### src/rtl/gpio_irq_pkg.sv
package gpio_irq_pkg;
  localparam int unsigned REG_ADDR_W = 3;

  typedef enum logic [REG_ADDR_W-1:0] {
    REG_TRIG     = 3'd0,
    REG_SENSE    = 3'd1,
    REG_BOTH     = 3'd2,
    REG_STATUS   = 3'd3,
    REG_MASK     = 3'd4,
    REG_UNMASK   = 3'd5,
    REG_MASK_SET = 3'd6
  } reg_sel_e;
endpackage

### src/rtl/gpio_irq_cfg.sv
module gpio_irq_cfg
  import gpio_irq_pkg::*;
#(
  parameter int unsigned NUM_PINS = 32
) (
  input  logic                clk_i,
  input  logic                rst_ni,
  input  logic                wr_en_i,
  input  reg_sel_e            sel_i,
  input  logic [NUM_PINS-1:0] wdata_i,
  output logic [NUM_PINS-1:0] trig_edge_o,
  output logic [NUM_PINS-1:0] sense_o,
  output logic [NUM_PINS-1:0] both_o,
  output logic [NUM_PINS-1:0] mask_o
);
  always_ff @(posedge clk_i or negedge rst_ni) begin
    if (!rst_ni) begin
      trig_edge_o <= '0;
      sense_o     <= '0;
      both_o      <= '0;
      mask_o      <= '1;
    end else if (wr_en_i) begin
      case (sel_i)
        REG_TRIG:     trig_edge_o <= wdata_i;
        REG_SENSE:    sense_o     <= wdata_i;
        REG_BOTH:     both_o      <= wdata_i;
        REG_UNMASK:   mask_o      <= mask_o & ~wdata_i;
        REG_MASK_SET: mask_o      <= mask_o | wdata_i;
        default: ;
      endcase
    end
  end
endmodule

### src/rtl/gpio_irq_detect.sv
module gpio_irq_detect #(
  parameter int unsigned NUM_PINS = 32
) (
  input  logic                clk_i,
  input  logic                rst_ni,
  input  logic [NUM_PINS-1:0] pin_i,
  input  logic [NUM_PINS-1:0] trig_edge_i,
  input  logic [NUM_PINS-1:0] sense_i,
  input  logic [NUM_PINS-1:0] both_i,
  output logic [NUM_PINS-1:0] evt_o
);
  logic [NUM_PINS-1:0] pin_q;

  always_ff @(posedge clk_i or negedge rst_ni) begin
    if (!rst_ni) pin_q <= '0;
    else         pin_q <= pin_i;
  end

  for (genvar i = 0; i < NUM_PINS; i++) begin : g_pin
    logic rise, fall, edg_hit, lvl_hit;
    assign rise    = pin_i[i] & ~pin_q[i];
    assign fall    = ~pin_i[i] & pin_q[i];
    assign edg_hit = both_i[i] ? (rise | fall) : (sense_i[i] ? rise : fall);
    assign lvl_hit = sense_i[i] ? pin_i[i] : ~pin_i[i];
    assign evt_o[i] = trig_edge_i[i] ? edg_hit : lvl_hit;
  end
endmodule

### src/rtl/gpio_irq_status.sv
module gpio_irq_status #(
  parameter int unsigned NUM_PINS = 32
) (
  input  logic                clk_i,
  input  logic                rst_ni,
  input  logic [NUM_PINS-1:0] evt_i,
  input  logic [NUM_PINS-1:0] clr_i,
  input  logic [NUM_PINS-1:0] mask_i,
  output logic [NUM_PINS-1:0] status_o,
  output logic                irq_o
);
  // new event wins over a same-cycle clear
  always_ff @(posedge clk_i or negedge rst_ni) begin
    if (!rst_ni) status_o <= '0;
    else         status_o <= (status_o & ~clr_i) | evt_i;
  end

  assign irq_o = |(status_o & ~mask_i);
endmodule

### src/rtl/gpio_irq_bank.sv
module gpio_irq_bank
  import gpio_irq_pkg::*;
#(
  parameter int unsigned NUM_PINS = 32
) (
  input  logic                  clk_i,
  input  logic                  rst_ni,
  input  logic                  wr_en_i,
  input  logic [REG_ADDR_W-1:0] addr_i,
  input  logic [NUM_PINS-1:0]   wdata_i,
  output logic [NUM_PINS-1:0]   rdata_o,
  input  logic [NUM_PINS-1:0]   pin_i,
  output logic                  irq_o
);
  reg_sel_e            sel;
  logic [NUM_PINS-1:0] edge_mode_q, sense_q, both_q, mask_q, status_q;
  logic [NUM_PINS-1:0] evt, clr;

  assign sel = reg_sel_e'(addr_i);
  assign clr = (wr_en_i && sel == REG_STATUS) ? wdata_i : '0;

  gpio_irq_cfg #(.NUM_PINS(NUM_PINS)) u_cfg (
    .clk_i       (clk_i),
    .rst_ni      (rst_ni),
    .wr_en_i     (wr_en_i),
    .sel_i       (sel),
    .wdata_i     (wdata_i),
    .trig_edge_o (edge_mode_q),
    .sense_o     (sense_q),
    .both_o      (both_q),
    .mask_o      (mask_q)
  );

  gpio_irq_detect #(.NUM_PINS(NUM_PINS)) u_det (
    .clk_i       (clk_i),
    .rst_ni      (rst_ni),
    .pin_i       (pin_i),
    .trig_edge_i (edge_mode_q),
    .sense_i     (sense_q),
    .both_i      (both_q),
    .evt_o       (evt)
  );

  gpio_irq_status #(.NUM_PINS(NUM_PINS)) u_sts (
    .clk_i    (clk_i),
    .rst_ni   (rst_ni),
    .evt_i    (evt),
    .clr_i    (clr),
    .mask_i   (mask_q),
    .status_o (status_q),
    .irq_o    (irq_o)
  );

  always_comb begin
    case (sel)
      REG_TRIG:   rdata_o = edge_mode_q;
      REG_SENSE:  rdata_o = sense_q;
      REG_BOTH:   rdata_o = both_q;
      REG_STATUS: rdata_o = status_q;
      REG_MASK:   rdata_o = mask_q;
      default:    rdata_o = '0;
    endcase
  end
endmodule

### config.mk
export PLATFORM = sky130hd
export DESIGN_NAME = gpio_irq_bank
export DESIGN_NICKNAME = d
export VERILOG_FILES = /design/src/rtl/gpio_irq_pkg.sv /design/src/rtl/gpio_irq_cfg.sv /design/src/rtl/gpio_irq_detect.sv /design/src/rtl/gpio_irq_status.sv /design/src/rtl/gpio_irq_bank.sv
export SDC_FILE = /design/constraint.sdc
export NUM_CORES = 1
export LEC_CHECK = 0
export ABC_AREA = 1
export BUFFER_PORTS_ARGS = -buffer_cell sky130_fd_sc_hd__buf_2
export CORE_MARGIN = 2
export CORE_UTILIZATION = 30
export DETAILED_ROUTE_END_ITERATION = 12
export MAX_ROUTING_LAYER = met4
export SLEW_MARGIN = 20
export SYNTH_ARGS = -nofsm -noshare
export SYNTH_HDL_FRONTEND = slang
export SYNTH_SLANG_ARGS = --single-unit
### constraint.sdc
create_clock -name clk_i -period 1.9 [get_ports clk_i]
set_input_delay 0.38 -clock clk_i [delete_from_list [all_inputs] [get_ports clk_i]]
set_output_delay 0.38 -clock clk_i [all_outputs]
set_load 0.01 [all_outputs]
==> metrics.md <==
| Metric | Value |
|---|---|
| Slew Viols, Final | 0 |
| Final wirelength | 29800 um |
| H-Tree Depth | 4 |
| Effective utilization at floorplan | 30.3% |
| Leakage power | 6.26 nW |
| GR Util All Layers | 16.9% |
| Die X | 190 um |
| # setup viols final | 1 |
| Hold WS | 0.0743 ns |
| CTS tree | done |
| DRT iter0 DRCs | 697 |
| Largest net degree at the start of global routing | 65 |
| DRC viols | 0 |
| Syn Nets | 1483 |
| Area post-placement | 0.0117 mm2 |
| RePlAce Congestion | 0.802 |
| Violated checks | setup timing |
| Initial antenna violation count | 1 |
| Post-Syn Area | 0.0104 mm2 |
| VDD IR max | 0.000691 V |
| Period utilization | 112% |
| Max-Cap Viols | 0 |
| Vias in the first global route | 8700 |
| WP data arrival | 1.74 ns |
| Grt ovf | 0 |
| Avg Synthesized Cell Area | 7.69 um2 |
| Final Cell Area | 0.0128 mm2 |
| Worst Setup End Kind | output port |
| Synthesized flop and latch total | 192 |
| RSZ-0062 raised after global routing | yes |
| Cells after Synth | 1349 |
| Detailed placement HPWL | 19200 um |
| CP cell instances | inv_1, nand2_1, nand2_1, nor2_1, nand2_1, nor2_4, nand2_2, buf_6 |
| Post-route ant nets | 0 |
| Rel. slew slack | 72.2% |
| Fin worst setup slack | -0.222 ns |
| Chip height | 190 um |
| Fmax | 0.471 GHz |
| Status | finished with violations |
| CP Max Fanout | 3 |
| Met3 Use GR | 2.49% |
| Warnings from Yosys | 0 |
| Register Area | 0.00484 mm2 |
| Most frequent cell on the critical path | nand2_1 |
| Sum of buffers and inverters on the critical path | 2 |
| Setup TNS | -0.222 ns |
| Hold Violations, Final | 0 |
| Multi-input gate area | 0.00481 mm2 |
| Clock transition at path regs | 0.08 ns |
| Critical path launch point type | flop |
| Root buf cell | clkbuf_16 |
| Core area | 0.0343 mm2 |
| HP Start | pin_i[19] |
| CP Data Required Time | 1.52 ns |
| Hold Crit Class | primary input to flop |
| Num rows | 68 |
| Global-route wire length before repair | 46300 um |
| Max stage delay cell, worst path | dfstp_2 |
| Count of input and output buffers | 102 |
| I/O Pins | 103 |
| Bufs on Longest Clock Path | 2 |
| Syn-to-layout area delta | 23.3% |
| Synth cell types | 23 |
| Grt met1 use | 22.7% |
| Clock sinks | 192 |
| Met2 Use GR | 27.1% |
| Crit path max-delay family | simple AND/OR/NAND/NOR gates |
| Via density | 4.72 |
| Reg-to-reg startpoint | u_det.pin_q[16]$_DFF_PN0_ |
| Critical path class | flop to output port |
| Sequential element share of the synthesized area | 46.7% |
| Most Crowded Layer GR | met2 |
| Fin nets | 1611 |
| Slew @ Worst Pin | 0.416 ns |
| CTS Buf Count | 17 |
| DR vias | 9188 |
| Final Skew | 0.00712 ns |
| CP peak stage delay | 0.53 ns |
| Share of cells above drive strength 1 | 17.7% |
| Filler cells | 3513 |
| Die area | 0.0361 mm2 |
| Initial DRT Pass Iterations | 5 |
| Clk_lat worst skew | 0.44 ns |
| Wirelength per Cell | 15.3 um |
| Tmin final | 2.12 ns |
| PwrDens | 866 mW/mm2 |
[report_power, final]
group | internal, mW | switching (mW) | leakage, nW
clock | 2.03 | 1.77 | 0.298
combinational | 0.856 | 1.23 | 3.77
sequential | 4.71 | 0.490 | 2.20
total | 7.59 | 3.49 | 6.26
[cells in the mapped netlist, drive strengths merged]
cell	n	share of area [%]
a21boi	25	1.8
o21ai	282	14
dfrtp	160	39
xnor2	6	0.51
dfstp	32	8.1
and2	1	0.060
ha	64	7.7
inv	172	6.2
nand2	418	15
nand3	33	1.6
buf	26	1.3
a21oi	33	1.6
nor2	78	2.9
clkbuf	16	0.58
nor3	3	0.30
[worst reg2reg max path: stages, from the launching register on]
cell	delay, ns
dfrtp_1	0.37
inv_1	0.05
ha_1	0.17
nand2_1	0.06
o21ai_0	0.07
o21ai_0	0.19
nand3_1	0.10
[per-layer routing]
layer | up-vias | wire (um)
li1 | 4552 | -
met1 | 4366 | 14300
met4 | 0 | 270
met3 | 23 | 1410
met2 | 247 | 13800
met5 | - | 0
[cell families after synthesis]
kind of cell	synth area share, %
DFF	46.7
and+or+nand+nor	20.0
AOI/OAI and AO/OA	17.0
adders and majority gates	7.72
xor gates and xnor gates	0.506
buffers and inverters	8.09
[metrics by stage]
step           utilization, %  setup slack, ns  power [mW]  cells
2_1_floorplan               -            0.287        6.39   1349
3_3_place_gp             34.2          -0.0409        7.14   1897
3_5_place_dp             34.2          -0.0232        7.21   1897
4_1_cts                  36.6           -0.224        11.1   1937
5_1_grt                  37.3           -0.288        11.8   1945
6_report                 37.3           -0.222        11.1   1946
[worst paths after layout]
kind | to | slack (ns) | cells past startpoint
worst max register to register | u_sts.status_o[16]$_DFF_PN0_ | 0.77 | 6
worst max-delay path | irq_o | -0.22 | 8
min in group asynchronous | u_det.pin_q[4]$_DFF_PN0_ | 0.45 | 2
worst min register to register | flop | 0.48 | 2
max in group asynchronous | asynchronous set/reset pin | 0.79 | 3
worst min-delay path | u_det.pin_q[19]$_DFF_PN0_ | 0.07 | 1
[area by class of cell]
cell class,count,area share (%)
repair buffers,151,10.1
clock inverters,14,1.38
flip-flops and latches,192,37.9
well taps,455,4.45
clock buffers,18,3.43
inverters,172,5.14
multi-input cells,943,37.6
diodes,1,0.0196
[layout by cell type (no fill, tap or decap), types with 4 or more instances in the layout]
master and n:
buf_6 11, nor2_2 6, buf_2 95, nand3_1 32, inv_1 161, inv_2 8, o21ai_1 117, nor2_1 70
buf_8 4, a21oi_1 33, nand2_1 400, buf_12 20, ha_1 64, dfstp_2 32, xnor2_1 6, clkinv_4 6
nand2_2 16, dfrtp_1 160, inv_6 4, buf_4 15, clkbuf_16 21, a21boi_0 25, o21ai_0 156, o21ai_2 9
[repair_timing]
action                     4_1_cts  5_1_grt
hold buffers                     1        0
pin swaps                       15       33
resized for setup               37       72
buffers inserted                 5        6
setup endpoints to repair       13       32
gates cloned                     2        4
hold endpoints to repair        27        0
(Power assumes the default switching activity.)
